===== src/rtl/desc_seq.sv =====
module desc_seq #(
  parameter int NCH = 4,
  parameter int SEMA_W = 8,
  parameter int CYC_PER_BYTE = 2,
  localparam int CW = (NCH > 1) ? $clog2(NCH) : 1
) (
  input  logic          clk,
  input  logic          rst_n,
  input  logic          hb_we,
  input  logic [11:0]   hb_addr,
  input  logic [31:0]   hb_wdata,
  output logic [31:0]   hb_rdata,
  output logic          mem_req,
  output logic [31:0]   mem_addr,
  input  logic          mem_rvalid,
  input  logic          mem_err,
  input  logic [31:0]   mem_rdata,
  output logic          job_active,
  output logic [CW-1:0] job_chan,
  output logic [31:0]   job_ctrl0,
  output logic [31:0]   job_ctrl1,
  output logic [31:0]   job_src,
  output logic [31:0]   job_dst,
  output logic [31:0]   job_size,
  output logic [31:0]   job_payload,
  output logic          irq
);
  localparam logic [31:0] CAP_VAL = 32'h0005_0001;
  localparam logic [32:0] SMAX = 33'((64'd1 << SEMA_W) - 64'd1);

  typedef enum logic [1:0] {S_IDLE, S_FETCH, S_EXEC} st_e;

  st_e st;
  logic [CW-1:0] cur, pick;
  logic [2:0]    widx;
  logic [31:0]   fbase, cnt, prod;
  logic [31:0]   dsc [8];

  logic [NCH-1:0][31:0]       cmdptr, cmd_nx;
  logic [NCH-1:0][SEMA_W-1:0] sema, sema_nx;
  logic [NCH-1:0] cerr, cerr_nx, armed, arm_nx, flag, flag_nx, ready;
  logic [7:0]  en;
  logic [31:0] ctx;

  logic [5:0] hchn, hoff;
  logic ch_hit, done, fbad, clr_g;

  assign hchn   = 6'((hb_addr - 12'h100) >> 6);
  assign hoff   = hb_addr[5:0];
  assign ch_hit = (hb_addr[11:8] != 4'h0) && (hchn < 6'(NCH));
  assign done   = (st == S_EXEC) && (cnt <= 32'd1);
  assign fbad   = (st == S_FETCH) && mem_rvalid && mem_err;
  assign clr_g  = hb_we && (hb_addr == 12'h018);
  assign prod   = dsc[5] * 32'(CYC_PER_BYTE);

  for (genvar g = 0; g < NCH; g++) begin : g_ch
    logic mine, hsel, w_cmd, w_sem, w_clr, dec, fin, set;
    logic [32:0] ssum;
    assign mine  = (cur == CW'(g));
    assign hsel  = hb_we && ch_hit && (hchn == 6'(g));
    assign w_cmd = hsel && (hoff == 6'h00);
    assign w_sem = hsel && (hoff == 6'h10);
    assign w_clr = hsel && (hoff == 6'h28);
    assign fin   = done && mine;
    assign dec   = fin && dsc[1][1];
    assign set   = (fin && dsc[1][0]) || (fbad && mine);
    assign ssum  = 33'(sema[g]) + (w_sem ? {1'b0, hb_wdata} : 33'd0) - {32'd0, dec};
    assign sema_nx[g] = (ssum > SMAX) ? '1 : ssum[SEMA_W-1:0];
    assign cerr_nx[g] = (fbad && mine) || (cerr[g] && !(w_clr && hb_wdata[0]));
    assign flag_nx[g] = set || (flag[g] && !(clr_g && hb_wdata[g]));
    assign cmd_nx[g]  = w_cmd ? hb_wdata : (fin && dsc[0] != '0) ? dsc[0] : cmdptr[g];
    assign arm_nx[g]  = w_cmd || (armed[g] && !(fin && dsc[0] == '0));
    assign ready[g]   = en[g] && armed[g] && (sema[g] != '0) && !cerr[g];
  end

  always_comb begin
    pick = '0;
    for (int i = NCH - 1; i >= 0; i--)
      if (ready[i]) pick = CW'(i);
  end

  always_ff @(posedge clk or negedge rst_n) begin
    if (!rst_n) begin
      cmdptr <= '0;
      sema   <= '0;
      cerr   <= '0;
      armed  <= '0;
      flag   <= '0;
      en     <= '0;
      ctx    <= '0;
    end else begin
      cmdptr <= cmd_nx;
      sema   <= sema_nx;
      cerr   <= cerr_nx;
      armed  <= arm_nx;
      flag   <= flag_nx;
      if (hb_we && hb_addr == 12'h020) en  <= hb_wdata[7:0];
      if (hb_we && hb_addr == 12'h050) ctx <= hb_wdata;
    end
  end

  always_ff @(posedge clk or negedge rst_n) begin
    if (!rst_n) begin
      st    <= S_IDLE;
      cur   <= '0;
      widx  <= '0;
      fbase <= '0;
      cnt   <= '0;
      for (int i = 0; i < 8; i++) dsc[i] <= '0;
    end else begin
      case (st)
        S_IDLE:
          if (|ready) begin
            cur   <= pick;
            fbase <= cmdptr[pick];
            widx  <= '0;
            st    <= S_FETCH;
          end
        S_FETCH:
          if (mem_rvalid) begin
            if (mem_err) st <= S_IDLE;
            else begin
              dsc[widx] <= mem_rdata;
              if (widx == 3'd6) begin
                cnt <= (prod == '0) ? 32'd1 : prod;
                st  <= S_EXEC;
              end else widx <= widx + 3'd1;
            end
          end
        S_EXEC:
          if (cnt <= 32'd1) st <= S_IDLE;
          else cnt <= cnt - 32'd1;
        default: st <= S_IDLE;
      endcase
    end
  end

  assign mem_req     = (st == S_FETCH);
  assign mem_addr    = fbase + {27'd0, widx, 2'b00};
  assign job_active  = (st == S_EXEC);
  assign job_chan    = cur;
  assign job_ctrl0   = dsc[1];
  assign job_ctrl1   = dsc[2];
  assign job_src     = dsc[3];
  assign job_dst     = dsc[4];
  assign job_size    = dsc[5];
  assign job_payload = dsc[6];
  assign irq         = |flag;

  always_comb begin
    hb_rdata = '0;
    if (ch_hit) begin
      case (hoff)
        6'h00:   hb_rdata = cmdptr[hchn[CW-1:0]];
        6'h10:   hb_rdata = 32'(sema[hchn[CW-1:0]]);
        6'h20:   hb_rdata = 32'(cerr[hchn[CW-1:0]]);
        default: hb_rdata = '0;
      endcase
    end else begin
      case (hb_addr)
        12'h010: hb_rdata = 32'(flag);
        12'h020: hb_rdata = {24'd0, en};
        12'h040: hb_rdata = CAP_VAL;
        12'h050: hb_rdata = ctx;
        default: hb_rdata = '0;
      endcase
    end
  end
endmodule


===== config.mk =====
export PLATFORM = sky130hd
export DESIGN_NAME = desc_seq
export DESIGN_NICKNAME = d
export VERILOG_FILES = /design/src/rtl/desc_seq.sv
export SDC_FILE = /design/constraint.sdc
export NUM_CORES = 1
export LEC_CHECK = 0
export BUFFER_PORTS_ARGS = -buffer_cell sky130_fd_sc_hd__buf_2
export CAP_MARGIN = 20
export CORE_MARGIN = 2
export CORE_UTILIZATION = 43
export CTS_CLUSTER_DIAMETER = 150
export DETAILED_ROUTE_END_ITERATION = 10
export PLACE_DENSITY = 0.73
export SYNTH_ARGS = -nofsm -noshare
export SYNTH_HDL_FRONTEND = slang
export SYNTH_SLANG_ARGS = --single-unit

===== constraint.sdc =====
create_clock -name clk -period 6.25 [get_ports clk]
set_input_delay 1.25 -clock clk [delete_from_list [all_inputs] [get_ports clk]]
set_output_delay 1.25 -clock clk [all_outputs]
set_load 0.02 [all_outputs]

==> results of run 1 <==
## cell type report
cell class,count,area [sq um]
fill,7362,40200
sequential,507,12700
multi-input combinational,2717,19100
antenna,6,15.0
inverter,236,886
clock buffer,73,1550
clock inverter,24,393
timing repair buffer,647,4070
tap,1060,1330
## flip-flops by register name, summed over array words and instances, names as in the netlist, 4 cells and up
register	cells
flag	4
cmdptr	128
job_src	32
job_ctrl0	32
en	8
job_size	32
cnt	32
fbase	32
armed	4
job_dst	32
job_payload	32
ctx	32
dsc	32
job_ctrl1	32
sema	32
cerr	4
## power groups by stage
stage / Sequential [mW] / Combinational (mW) / Clock (mW)
final: 3.67 / 2.52 / 3.52
after global routing: 3.70 / 2.74 / 3.68
after CTS: 3.67 / 2.40 / 3.55
after detailed placement: 3.72 / 2.36 / 0
after global placement: 3.71 / 2.33 / 0
after floorplan: 3.65 / 1.56 / 0
## routing by layer
layer	global-route usage	share of wire	vias up
li1	-	-	14100
met1	0.350	0.42	14900
met2	0.433	0.47	1181
met3	0.0400	0.064	252
met4	0.111	0.043	4
met5	0	0.00021	-
## cell usage in the layout (no fill, tap or decap), drive strengths merged, types with 73 or more instances in the layout
cell,instances
inv,236
nor2,269
a21oi,309
buf,647
nand2,487
ha,167
dfrtp,507
mux2,267
o21ai,187
clkbuf,73
mux2i,142
nand3,102
## kinds of logic after synthesis
family,after synthesis
AO/OA/AOI/OAI,816
adder cells (fa/ha/maj),172
multiplexers,450
buffers and inverters,641
XOR/XNOR,108
AND/OR/NAND/NOR,1171
flip-flops,507
## worst paths after layout
| path | from | endpoint | slack, ns | cells after the start |
|---|---|---|---|---|
| max | cnt[10]$_DFFE_PN0P_ | sema[15]$_DFF_PN0_ | 0.20 | 24 |
| min | armed[2]$_DFF_PN0_ | armed[2]$_DFF_PN0_ | 0.49 | 1 |
| max reg2reg | cnt[10]$_DFFE_PN0P_ | sema[15]$_DFF_PN0_ | 0.20 | 24 |
| min reg2reg | armed[2]$_DFF_PN0_ | armed[2]$_DFF_PN0_ | 0.49 | 1 |
| max in group asynchronous | rst_n | job_ctrl1[30]$_DFFE_PN0P_ | 4.35 | 2 |
| min in group asynchronous | rst_n | job_payload[0]$_DFFE_PN0P_ | 0.66 | 1 |
## stage by stage
step	hold slack (ns)	worst slack, ns
after CTS	0.493	0.110
after global placement	0.480	-0.104
after global routing	0.515	-0.0400
after floorplan	0.450	0.0405
final	0.492	0.195
after detailed placement	0.479	-0.259
## worst max-delay path: cells and delay by family (launching register included)
kind,cells,cell delay (ns)
AO/OA/AOI/OAI,6,1.62
adder cells (fa/ha/maj),3,0.55
AND/OR/NAND/NOR,11,2.87
flip-flops,1,0.38
buffers and inverters,4,0.51
## timing repair
item | 4_1_cts | 5_1_grt
pin swaps | 5 | 4
gates resized for setup | 10 | 22
hold endpoints to repair | 0 | 0
endpoints found under the setup margin | 17 | 31
==> metrics.yaml, run 1 <==
post-route-min-period_ns: 6.05
die_w_um: 288
synth_common_cells: "507 x dfrtp_1, 487 x nand2_1, 309 x a21oi_1, 269 x nor2_1, 267 x mux2_2"
clock_skew_ns: 0.0126
yosys.cell_count.top_type: "dfrtp_1"
criticalPathCategory: "flop to flop"
drc: 0
power_frac_clock: 0.363
final_area_sq_mm: 0.0401
max_freq_mhz: 165
core_sq_mm: 0.0803
wl_per_cell_um: 21.2
synthToLayoutAreaGrowth_pct: 15.2
antenna_found_initial: 11
yosys.area.top_type_share: 0.365
status: "finished, final reports clean"
synthArstFlopShare: 1.00
cts_buffers: 53
drive_above_1_share: 0.266
powerDensity_mw_per_mm2: 242
combPwrFrac: 0.259
clock-root-buffer: "clkbuf_16"
clock_latency_ns: 0.62
yosysTopAreaCell: "dfrtp_1"
cp_cell_sequence: "or4_4 -> or3_4 -> or4_4 -> nor4_4 -> and2_4 -> nand2_1 -> nor3_1 -> ha_1 -> inv_1 -> ha_1 -> inv_1 -> fa_1 -> nor2b_1 -> o31ai_2 -> a31o_2 -> o2111ai_1 -> o21a_1 -> o31ai_1 -> buf_4 -> nor4_1 -> or4_1 -> a2111oi_2 -> buf_4 -> nand3_1"
gp_congestion: 0.969
initial_core_util: 0.433
worst_slew_pin_slew_ns: 1.05
period_share: 0.969
clock_sinks: 507
avgViaCountPerCell: 5.78
placed_cell_area_sq_mm: 0.0380
ys.flop_type: "dfrtp_1"
critPathMaxStageDelay_ns: 0.54
syn_area_sq_mm: 0.0348
cts_tree: "yes"
swShare: 0.309
via_count: 30500
first_pass_iters: 6
synthXorXnorAreaFrac: 0.0272
grtUsageTotal: 0.265
grt_start_max_net_pins: 116
finalSetupViolCount: 0
final_core_utilization: 0.499
final_cells: 5270
hold_viol: 0
vdd_drop_max_v: 0.000293
fin_nets: 4415
synth_compound_area_frac: 0.146
synthDistinctLibCells: 82
drt_iter0_markers: 2754
dp_hpwl_um: 82400
cts_setup_buffers: 0
rows: 104
synth_edf_count: 0
cp-start-kind: "flop"
maxSlewHeadroom: 0.299
die_area_sq_mm: 0.0832
holdBufCountCts: 0
synth-simple-area-share: 0.154
p_switching_mw: 3.00
worstPathMaxFanout: 8
yosys_warnings: 0
finalPower_mw: 9.71
synth_mux_area_frac: 0.154
dp.cells: 5166
ys_seq_area_frac: 0.365
maxCapViolations: 0
grt_pass1_vias: 29600
io_buffers: 341
cts.path.max_buffers: 3
synth_nets: 4118
intPower_mw: 6.72
setup-tns-final_ns: 0
grt_pass1_wl_um: 172000
hp-class: "flop to flop"
slew_violations: 0
drt-total-wl_um: 112000
clkSlewWorstSetupHoldPaths_ns: 0.06
synthAdderAreaFrac: 0.0630
synth_cells: 3865
globalRoute.totalOverflow: 0
p_leak_nw: 20.7
htree_levels: 2
cp.arrival_ns: 6.54
seqPwrFrac: 0.378
io_pins: 342
cp-end-kind: "flop"
ant_nets: 0
synth_top_family_by_area: "multiplexers"
critPathRequiredTime_ns: 6.73
synth.avg_cell_area_sq_um: 9.00
critPathSlowestCell: "or4_4"
synth.area.top_cells: "dfrtp_1 36%, mux2_2 8.6%, ha_1 6.0%"
die_h_um: 288
ys_ff_latch: 507
No activity file was read; power rests on OpenSTA's default activity.
==> run 2, diff against run 1 <==
--- a/config.mk
+++ b/config.mk
@@ -9,6 +9,7 @@
 export CAP_MARGIN = 20
 export CORE_MARGIN = 2
 export CORE_UTILIZATION = 43
+export CTS_BUF_LIST = sky130_fd_sc_hd__clkbuf_8
 export CTS_CLUSTER_DIAMETER = 150
 export DETAILED_ROUTE_END_ITERATION = 10
 export PLACE_DENSITY = 0.73
==> run 2 against run 1 <==
Sequential power hardly changed; largest cell class unchanged; clock skew is 0.029 ns higher; core utilization is 0.17 points lower; global-route usage is 0.14 points lower; worst hold slack worse by 0.00091 ns; setup slack worse by 0.047 ns; total power is 5.1% lower; clock-buffer cell count is 29 higher; clock power is 15% lower; critical endpoint is now sema[24]$_DFF_PN0_; critical path depth is 1 lower; wire length is 0.54% lower; flip-flop and latch count stayed put.
==> metrics.yaml, run 2 (synthesis gave the netlist of run 1 again) <==
globalRoute.totalOverflow: 0
grt_start_max_net_pins: 116
drt_iter0_markers: 2818
max_freq_mhz: 164
rsz0062_at_grt: "true"
drt-total-wl_um: 111000
wl_per_cell_um: 20.9
fin_nets: 4449
grtUsageTotal: 0.263
grt_pass1_vias: 29600
p_leak_nw: 20.7
cts_tree: "yes"
core_sq_mm: 0.0803
status: "finished, final reports clean"
maxCapViolations: 0
first_pass_iters: 6
final_core_utilization: 0.497
via_count: 30600
io_buffers: 341
criticalPathCategory: "flop to flop"
drive_above_1_share: 0.273
die_w_um: 288
cts_buffers: 84
synthToLayoutAreaGrowth_pct: 14.8
hold_depth: 1
antenna_found_initial: 11
clock_sinks: 507
cp-end-kind: "flop"
num-fill-cells: 7415
setup-tns-final_ns: 0
period_share: 0.976
worst_slew_pin_slew_ns: 1.06
die_area_sq_mm: 0.0832
worstPathMaxFanout: 8
finalSetupViolCount: 0
vdd_drop_max_v: 0.000301
ant_nets: 0
final_common_cell: "dfrtp_1"
io_pins: 342
gp_congestion: 0.969
cp.arrival_ns: 6.64
hp-class: "flop to flop"
rows: 104
drc: 0
mostFrequentLayoutCells: "507 x dfrtp_1, 486 x nand2_1, 339 x buf_2, 306 x a21oi_1, 304 x buf_4"
grt_pass1_wl_um: 171000
largest_reg_flops: 128
powerDensity_mw_per_mm2: 231
clkSlewWorstSetupHoldPaths_ns: 0.06
hold_viol: 0
holdBufCountCts: 0
cp-start-kind: "flop"
regMostFlops: "cmdptr"
htree_levels: 3
rr_worst_depth: 23
initial_core_util: 0.433
cts.path.max_buffers: 3
slew_violations: 0
clock_latency_ns: 0.69
critPathRequiredTime_ns: 6.79
avgViaCountPerCell: 5.75
clock_skew_ns: 0.0413
post-route-min-period_ns: 6.10
dp_hpwl_um: 82400
maxSlewHeadroom: 0.289
die_h_um: 288
clock-root-buffer: "clkbuf_8"
-- run 2: critical path: stages (launching register included) --
cell      delay, ns
dfrtp_1        0.37
or4_4          0.54
or3_4          0.38
or4_4          0.56
nor4_4         0.19
and2_4         0.23
nand3_4        0.09
nor2_4         0.15
ha_4           0.22
inv_4          0.05
ha_4           0.12
buf_4          0.10
buf_4          0.10
a211oi_1       0.06
o21ai_1        0.26
a31oi_1        0.22
o31ai_1        0.40
o221ai_1       0.19
a211o_1        0.24
or4_4          0.52
nor4_4         0.28
nand4b_1       0.17
buf_6          0.18
or3_1          0.34
-- run 2: worst paths after layout --
path	to	slack, ns	from
max in group asynchronous	job_size[5]$_DFFE_PN0P_	4.37	rst_n
min in group asynchronous	job_ctrl0[31]$_DFFE_PN0P_	0.63	rst_n
setup / recovery	sema[24]$_DFF_PN0_	0.15	cnt[9]$_DFFE_PN0P_
setup reg to reg	sema[24]$_DFF_PN0_	0.15	cnt[9]$_DFFE_PN0P_
hold reg to reg	armed[2]$_DFF_PN0_	0.49	armed[2]$_DFF_PN0_
hold / removal	armed[2]$_DFF_PN0_	0.49	armed[2]$_DFF_PN0_
-- run 2: final cells by class --
type / count / area [sq um] / area share
Multi-Input combinational cell: 2717 / 19200 / 0.482
Sequential cell: 507 / 12700 / 0.318
Timing Repair Buffer: 650 / 4100 / 0.103
Clock buffer: 102 / 1400 / 0.0352
Tap cell: 1060 / 1330 / 0.0332
Inverter: 236 / 888 / 0.0222
Clock inverter: 46 / 283 / 0.00708
Antenna cell: 6 / 15.0 / 0.000376
-- run 2: through the flow --
stage               std cells  total power [mW]  cell area, sq um  hold slack [ns]  worst slack [ns]
global placement         5166              6.04             38000            0.480            -0.104
finish                   5324              9.22             39900            0.491             0.149
floorplan                3865              5.20             34800            0.450            0.0405
global route             5322              9.65             39900            0.513            -0.139
detailed placement       5166              6.09             38000            0.479            -0.259
CTS                      5314              9.08             39700            0.492            0.0141
-- run 2: report_power, final --
part           leakage [nW]  switching [mW]  total [mW]  internal [mW]
Combinational          12.9            1.43        2.56           1.13
Sequential             6.81           0.200        3.67           3.47
Clock                 0.977            1.39        2.98           1.60
-- run 2: per-layer routing --
layer / vias to the layer above / GRT usage / wire [um]
li1: 14200 / - / -
met1: 14900 / 0.351 / 47100
met2: 1241 / 0.428 / 52000
met3: 272 / 0.0419 / 7570
met4: 0 / 0.107 / 4510
met5: - / 0 / 0
-- run 2: timing repair --
action | 4_1_cts | 5_1_grt
resized for setup | 9 | 42
pin swaps | 4 | 30
cloned | 0 | 0
buffers inserted | 0 | 3
endpoints found under the hold margin | 0 | 0
endpoints found under the setup margin | 15 | 32
